--- src/rtl/dr_pkg.sv ---
package dr_pkg;

    // Phase of the stage as seen from upstream
    typedef enum logic {
        PH_RFD = 1'b0,   // requesting DATA, ack high
        PH_RFN = 1'b1    // requesting NULL, ack low
    } phase_e;

    // Rail pair encoding for one bit (false rail, true rail)
    localparam logic [1:0] CODE_NULL  = 2'b00;
    localparam logic [1:0] CODE_DATA1 = 2'b01;
    localparam logic [1:0] CODE_DATA0 = 2'b10;
    localparam logic [1:0] CODE_BAD   = 2'b11;

endpackage

--- src/rtl/thresh_gate.sv ---
module thresh_gate #(
    parameter int N_IN = 2,
    parameter int M_TH = 2
) (
    input  logic            clk,
    input  logic            rst_n,
    input  logic [N_IN-1:0] a,
    output logic            y
);
    int   cnt;
    logic y_nxt;

    always_comb begin
        cnt = $countones(a);
        if (cnt >= M_TH)
            y_nxt = 1'b1;
        else if (cnt == 0)
            y_nxt = 1'b0;
        else
            y_nxt = y;
    end

    always_ff @(posedge clk) begin
        if (!rst_n)
            y <= 1'b0;
        else
            y <= y_nxt;
    end

    // rises only after reaching the threshold
    p_rise_threshold_r2: assert property (@(posedge clk) disable iff (!rst_n)
        $rose(y) |-> ($past(cnt) >= M_TH));
    // falls only after every input has dropped
    p_fall_all_low_r2: assert property (@(posedge clk) disable iff (!rst_n)
        $fell(y) |-> ($past(cnt) == 0));
endmodule

--- src/rtl/dr_reg_bank.sv ---
module dr_reg_bank #(
    parameter int N_BITS = 8
) (
    input  logic              clk,
    input  logic              rst_n,
    input  logic [N_BITS-1:0] d_f,
    input  logic [N_BITS-1:0] d_t,
    input  logic              req_i,
    output logic [N_BITS-1:0] q_f,
    output logic [N_BITS-1:0] q_t
);
    for (genvar b = 0; b < N_BITS; b++) begin : g_bit
        // each rail is an all-of-two gate joining the data rail and the request
        thresh_gate #(.N_IN(2), .M_TH(2)) u_rail_f (
            .clk(clk), .rst_n(rst_n), .a({d_f[b], req_i}), .y(q_f[b]));
        thresh_gate #(.N_IN(2), .M_TH(2)) u_rail_t (
            .clk(clk), .rst_n(rst_n), .a({d_t[b], req_i}), .y(q_t[b]));

        // a rail takes on DATA only under a DATA request
        p_set_needs_req_r4: assert property (@(posedge clk) disable iff (!rst_n)
            ($rose(q_f[b]) || $rose(q_t[b])) |-> $past(req_i));
        // a rail releases only under a NULL request
        p_clr_needs_req_r5: assert property (@(posedge clk) disable iff (!rst_n)
            ($fell(q_f[b]) || $fell(q_t[b])) |-> !$past(req_i));
    end
endmodule

--- src/rtl/dr_completion.sv ---
module dr_completion #(
    parameter int N_BITS = 8,
    parameter int GRP_W  = 4,
    localparam int NUM_GRP = (N_BITS + GRP_W - 1) / GRP_W
) (
    input  logic               clk,
    input  logic               rst_n,
    input  logic [N_BITS-1:0]  q_f,
    input  logic [N_BITS-1:0]  q_t,
    output logic [NUM_GRP-1:0] grp_done
);
    logic [N_BITS-1:0] bit_valid;

    // a bit counts as present when either rail is set
    always_comb bit_valid = q_f | q_t;

    for (genvar g = 0; g < NUM_GRP; g++) begin : g_grp
        localparam int LO = g * GRP_W;
        localparam int GW = (LO + GRP_W > N_BITS) ? (N_BITS - LO) : GRP_W;
        thresh_gate #(.N_IN(GW), .M_TH(GW)) u_celem (
            .clk(clk), .rst_n(rst_n), .a(bit_valid[LO +: GW]), .y(grp_done[g]));
    end
endmodule

--- src/rtl/dr_pipe_stage.sv ---
module dr_pipe_stage #(
    parameter int N_BITS = 8,
    parameter int GRP_W  = 4
) (
    input  logic              clk,
    input  logic              rst_n,
    input  logic [N_BITS-1:0] d_f,
    input  logic [N_BITS-1:0] d_t,
    input  logic              req_i,
    output logic [N_BITS-1:0] q_f,
    output logic [N_BITS-1:0] q_t,
    output logic              ack_o,
    output logic              err_o
);
    import dr_pkg::*;

    localparam int NUM_GRP = (N_BITS + GRP_W - 1) / GRP_W;

    logic [NUM_GRP-1:0] grp_done;
    logic               all_hi;
    logic               all_lo;
    phase_e             ph_q;
    phase_e             ph_d;

    dr_reg_bank #(.N_BITS(N_BITS)) u_bank (
        .clk(clk), .rst_n(rst_n), .d_f(d_f), .d_t(d_t), .req_i(req_i),
        .q_f(q_f), .q_t(q_t));

    dr_completion #(.N_BITS(N_BITS), .GRP_W(GRP_W)) u_cd (
        .clk(clk), .rst_n(rst_n), .q_f(q_f), .q_t(q_t), .grp_done(grp_done));

    always_comb begin
        all_hi = &grp_done;
        all_lo = ~|grp_done;
    end

    // next phase: the root C-element of the completion tree
    always_comb begin
        ph_d = ph_q;
        unique case (ph_q)
            PH_RFD: if (all_hi) ph_d = PH_RFN;  // T_ARM
            PH_RFN: if (all_lo) ph_d = PH_RFD;  // T_DRAIN
            default: ph_d = PH_RFD;
        endcase
    end

    always_ff @(posedge clk) begin
        if (!rst_n)
            ph_q <= PH_RFD;
        else
            ph_q <= ph_d;
    end

    always_comb ack_o = (ph_q == PH_RFD);

    always_ff @(posedge clk) begin
        if (!rst_n)
            err_o <= 1'b0;
        else
            err_o <= |(d_f & d_t);
    end

    // acknowledge drops only after every group saw DATA
    p_ack_fall_complete_r6: assert property (@(posedge clk) disable iff (!rst_n)
        $fell(ack_o) |-> $past(all_hi));
    // acknowledge rises only after every group saw NULL
    p_ack_rise_complete_r7: assert property (@(posedge clk) disable iff (!rst_n)
        $rose(ack_o) |-> $past(all_lo));
    // with a mixed set of groups the phase holds
    p_ack_hold_partial_r8: assert property (@(posedge clk) disable iff (!rst_n)
        (!all_hi && !all_lo) |=> $stable(ack_o));
    // the flag follows the illegal code by one cycle
    p_err_source_r9: assert property (@(posedge clk) disable iff (!rst_n)
        err_o |-> $past(|(d_f & d_t)));
endmodule

--- config.mk ---
export PLATFORM = sky130hd
export DESIGN_NAME = dr_pipe_stage
export DESIGN_NICKNAME = d
export VERILOG_FILES = /design/src/rtl/dr_pkg.sv /design/src/rtl/thresh_gate.sv /design/src/rtl/dr_reg_bank.sv /design/src/rtl/dr_completion.sv /design/src/rtl/dr_pipe_stage.sv
export SDC_FILE = /design/constraint.sdc
export NUM_CORES = 1
export LEC_CHECK = 0
export ABC_CLOCK_PERIOD_IN_PS = 3750
export BUFFER_PORTS_ARGS = -buffer_cell sky130_fd_sc_hd__buf_2
export CORE_MARGIN = 3
export CORE_UTILIZATION = 40
export DETAILED_ROUTE_END_ITERATION = 8
export PLACE_DENSITY_LB_ADDON = 0.3
export SYNTH_ARGS = -nofsm -noshare
export SYNTH_HDL_FRONTEND = slang
export SYNTH_SLANG_ARGS = --single-unit
--- constraint.sdc ---
create_clock -name clk -period 3.75 [get_ports clk]
set_clock_uncertainty 0.15 [all_clocks]
set_input_delay 0 -clock clk [delete_from_list [all_inputs] [get_ports clk]]
set_output_delay 0 -clock clk [all_outputs]
set_load 0.05 [all_outputs]
Word-level counts from Yosys, hierarchy flattened
Index checks and enable logic that the tools add are counted.
{"block": "word_totals", "wordCells": 141, "input_bits": 19, "out_inout_bits": 18, "reg_bits": 20}
{"block": "op_classes", "magnitude_cmp": 18, "n_addsub": 22, "n_reduce_logical": 39, "n_bitwise": 3, "muxes": 39}
{"op": "$logic_not A32 Y1", "count": 18}
{"op": "$ge A32 B3 Y1 const B", "count": 16}
{"op": "$add A32 B2 Y32", "count": 2}
{"op": "$ge A32 B4 Y1 const B", "count": 2}
{"op": "$add A1 B1 Y2", "count": 20}
{"op": "$mux W1", "count": 38}
{"op": "$reduce_bool A2 Y1", "count": 18}
{"op": "$and A8 B8 Y8", "count": 1}
{"op": "$or A8 B8 Y8", "count": 1}
{"op": "$reduce_or A8 Y1", "count": 1}
{"op": "$pmux W1 S2", "count": 1}
{"op": "$reduce_and A2 Y1", "count": 1}
{"op": "$reduce_or A2 Y1", "count": 1}
{"op": "$not A1 Y1", "count": 1}

Depth between registers and ports, before layout
{"block": "logic_depth", "ltp_word": 6, "mapped_depth": 9, "ltp_nobuf": 9}

Hierarchy
Synthesis repeated with hierarchy kept, for this count alone.
{"block": "unflattened", "hier_cells": 108, "hier_area_um2": 1136.1}
{"mod": "thresh_gate (u_bank.g_bit[0].u_rail_f ...)", "area_per_inst_um2": 48.8, "instances": 16, "cells_per_inst": 4, "seq_area_each_um2": 20.0}
{"mod": "thresh_gate (u_cd.g_grp[0].u_celem ...)", "area_per_inst_um2": 102.6, "instances": 2, "cells_per_inst": 12, "seq_area_each_um2": 20.0}
{"mod": "dr_pipe_stage", "area_per_inst_um2": 100.1, "instances": 1, "cells_per_inst": 12, "seq_area_each_um2": 40.0}
{"mod": "dr_completion", "area_per_inst_um2": 50.0, "instances": 1, "cells_per_inst": 8, "seq_area_each_um2": 0.0}

Worst setup path before layout
Ideal clock, no wire load.
{"block": "synth_timing", "path_type": "flip-flop to flip-flop", "startpoint": "register u_bank.g_bit[0].u_rail_f.y", "endpoint": "register u_cd.g_grp[0].u_celem.y", "period_less_slack_ns": 2.083, "required_ns": 3.486, "arrival_time_ns": 1.819, "path_stages_with_launch": 10, "setup_slack_ns": 1.667, "n_path_buf": 0, "setup_ns": 0.114, "path_cell_list": "dfxtp_1 -> or2_2 -> ha_1 -> inv_1 -> fa_1 -> inv_1 -> ha_1 -> nand2b_1 -> a21oi_1 -> nor2_1"}
{"block": "synth_between", "elab_chain_len": 5, "word_cells_on_any_way": 7, "classes_between": "add/sub: 2; order compare: 1; mux: 1; bitwise: 1; reduce/logical: 2"}
{"item": "start, declared", "line_no": "thresh_gate.sv:8", "source": "output logic y"}
{"item": "start signal, assigned", "line_no": "thresh_gate.sv:27", "source": "y <= y_nxt;"}
{"item": "$or A8 B8 Y8 *", "line_no": "dr_completion.sv:15", "source": "always_comb bit_valid = q_f | q_t;"}
{"item": "$add A1 B1 Y2 (not written as such) *", "line_no": "thresh_gate.sv:14", "source": "cnt = $countones(a);"}
{"item": "$add A32 B2 Y32 (not written as such) *", "line_no": "thresh_gate.sv:14"}
{"item": "$ge A32 B4 Y1 / $logic_not A32 Y1 (equally long branches)", "line_no": "thresh_gate.sv:15, thresh_gate.sv:17"}
{"item": "$mux W1 / $reduce_bool A2 Y1 (equally long branches)"}
{"item": "end signal, assigned", "line_no": "thresh_gate.sv:27"}
{"item": "end, declared", "line_no": "thresh_gate.sv:8"}
Every way passes the cells marked *; elsewhere a longest branch is shown, timed or not.
A chain may end at the register's enable or synchronous reset.

Worst setup path after layout
{"block": "layout_timing", "startpoint": "register u_bank.g_bit[4].u_rail_f.y", "endpoint": "register u_cd.g_grp[1].u_celem.y"}
{"block": "layout_between", "elab_chain_len": 5, "word_cells_on_any_way": 7, "classes_between": "add/sub: 2; order compare: 1; mux: 1; bitwise: 1; reduce/logical: 2"}
{"item": "start, declared", "line_no": "thresh_gate.sv:8"}
{"item": "start signal, assigned", "line_no": "thresh_gate.sv:27"}
{"item": "$or A8 B8 Y8 *", "line_no": "dr_completion.sv:15"}
{"item": "$add A1 B1 Y2 (not written as such) *", "line_no": "thresh_gate.sv:14"}
{"item": "$add A32 B2 Y32 (not written as such) *", "line_no": "thresh_gate.sv:14"}
{"item": "$ge A32 B4 Y1 / $logic_not A32 Y1 (equally long branches)", "line_no": "thresh_gate.sv:15, thresh_gate.sv:17"}
{"item": "$mux W1 / $reduce_bool A2 Y1 (equally long branches)"}
{"item": "end signal, assigned", "line_no": "thresh_gate.sv:27"}
{"item": "end, declared", "line_no": "thresh_gate.sv:8"}
Marked as above.

==> impl_metrics.ini <==
[outcome]
outcome = complete, no violations

[worst_setup_path]
path_max_fanout = 3
critical_path.max_stage_delay_ps = 380
crit_required_ps = 3770
critPathLaunchType = flop
worstSetupPathType = flop to flop
worstSetupEndpointType = flop
path_buf_inv = 2
rrSetupSlack_ps = 1520
cpMaxStageDelayCell = fa_1
cp_cell_sequence = or2_2 -> ha_1 -> inv_1 -> fa_1 -> inv_1 -> ha_1 -> nand2b_1 -> a21oi_1 -> nor2_1
arrival_ps = 2250
crit_family = adder cells

[clock_tree]
cts_sinks = 20
hold_buffers = 18
clk_latency_ps = 300
post_cts_buffers = 0
cts_tree = yes
cts-root-buf = clkbuf_4
clk_pin_slew_ps = 110
htree_levels = 1
clockBufferDepth = 2
post_cts_resize_count = 0
cts_made_buffers = 3

[sta]
maxSlewHeadroom = 0.564
setup_viol = 0
period_share = 0.594
max_freq_ghz = 0.449
fin_crit_ps = 2230
tightest_slew_ps = 653
rsz0062_at_grt = false
hold_viol = 0
timing.setup.tns_ps = 0
finalMaxSlewViolations = 0

[power]
power_density_nw_per_um2 = 318
total_power_mw = 0.472
p_leak_nw = 0.794
vdd_drop_max_uv = 244

[drt]
vias_per_cell = 4.88
wirelength_mm = 2.46
routedWlPerCell_um = 12.9
drt_iter0_drc = 21
num_vias = 927
firstDrtPassIters = 4
drc = 0
drt.antenna.violating_nets = 0

[layout]
final_nets = 202
nFillCells = 260
diodes = 0
drive_above_1_share = 0.277
areaGrowthSynthToFinish_pct = 23.5

[synthesis]
synthCells = 120
synth_top_cell_by_area = dfxtp_1
yosysWarnings = 0
synth_fp_nets = 161
synth_top_area_frac = 0.333
ys_top_cells_by_area = dfxtp_1 33%, ha_1 21%, mux2i_1 13%
ys_ff_latch = 20
syn_area_um2 = 1200
yosysSeqAreaShare = 0.333
syn_avg_cell_area_um2 = 10.0
synth_cell_types = 15

[die]
die-area_um2 = 3700
ios = 37
fp.dieH_um = 60.8
rows = 19
coreArea_um2 = 2810
die_w_um = 60.8
initial_core_util = 0.429

[global_route]
grt_pass1_wl_mm = 4.02
overflow = 0
antenna_found_initial = 0
grt_use_total = 0.148
grt_max_degree = 21
grt_pass1_vias = 972

[worst_hold_path]
hold_path.class = primary input to flop

[place]
dp_hpwl_mm = 1.83
place.gp.congestion = 0.692
port_buffers = 36

[run]
maxCapViolCount = 0
-- metrics by stage --
step	hold WS [ps]	std cells	utilization	area, µm²	setup WS [ps]
finish	103	190	0.529	1490	1520
global route	134	190	0.529	1490	1420
CTS	96.8	190	0.529	1490	1550
detailed placement	203	169	0.457	1280	1560
global placement	200	169	0.457	1280	1580
floorplan	46.9	120	-	1200	1670
-- registers in the layout (all words and copies together) (netlist names) --
signal	cells
u_bank.g_bit.u_rail_t.y	8
u_bank.g_bit.u_rail_f.y	8
err_o	1
ph_q	1
u_cd.g_grp.u_celem.y	2
-- layout make-up --
cell class | instances | area (µm²) | share of cell area
multi-input cells | 76 | 641 | 0.431
flip-flops and latches | 20 | 400 | 0.270
clock buffers | 3 | 22.5 | 0.0152
inverters | 6 | 22.5 | 0.0152
repair buffers | 54 | 360 | 0.243
well taps | 31 | 38.8 | 0.0261
-- worst min-delay path, delay by kind of cell --
family | cells | cell delay, ps
buffers and inverters | 2 | 340
and+or+nand+nor | 1 | 180
-- cells in the mapped netlist --
cell type / number
a21oi_1: 3
a22oi_1: 4
a41oi_2: 1
buf_4: 17
buf_6: 1
dfxtp_1: 20
fa_1: 2
ha_1: 20
inv_1: 6
mux2i_1: 16
nand2_1: 1
nand2b_1: 2
nor2_1: 22
o21ai_0: 1
or2_2: 4
-- layout by cell type (no fill, tap or decap) --
| master | n |
|---|---|
| ha_1 | 20 |
| nand2_1 | 1 |
| nand2b_1 | 2 |
| dlygate4sd3_1 | 18 |
| nor2_1 | 22 |
| o21ai_0 | 1 |
| clkbuf_4 | 3 |
| a41oi_2 | 1 |
| inv_1 | 6 |
| mux2i_1 | 16 |
| buf_2 | 36 |
| or2_2 | 4 |
| a22oi_1 | 4 |
| a21oi_1 | 3 |
| dfxtp_1 | 20 |
| fa_1 | 2 |
-- kinds of logic (layout without fill, tap and decap cells) --
family	count (synthesis)	in the layout	share of synthesized area
AO/OA/AOI/OAI	9	9	0.0551
adder cells (fa/ha/maj)	22	22	0.241
buffers and inverters	24	63	0.134
flip-flops	20	20	0.333
multiplexers	16	16	0.133
AND/OR/NAND/NOR	29	29	0.103
-- layer usage --
| metal | part of all wire | routed length [µm] | track usage |
|---|---|---|---|
| met5 | 0 | 0 | 0 |
| met4 | 0.018 | 44 | 0.0433 |
| met3 | 0.047 | 116 | 0.0468 |
| met2 | 0.51 | 1260 | 0.266 |
| met1 | 0.42 | 1040 | 0.167 |
-- report_power, final --
group / total [mW] / leakage [nW] / switching (mW) / internal, mW
logic: 0.144 / 0.617 / 0.0827 / 0.0618
registers: 0.228 / 0.163 / 0.00594 / 0.222
clock network: 0.0994 / 0.0138 / 0.0620 / 0.0374
-- worst paths after layout --
path,start,cells past startpoint,to
worst max register to register,u_bank.g_bit[4].u_rail_f.y,9,u_cd.g_grp[1].u_celem.y
worst min-delay path,rst_n,3,u_bank.g_bit[4].u_rail_t.y
worst min register to register,u_cd.g_grp[1].u_celem.y,2,ph_q
worst max-delay path,u_bank.g_bit[4].u_rail_f.y,9,u_cd.g_grp[1].u_celem.y
Power figures use the tool's default switching activity.
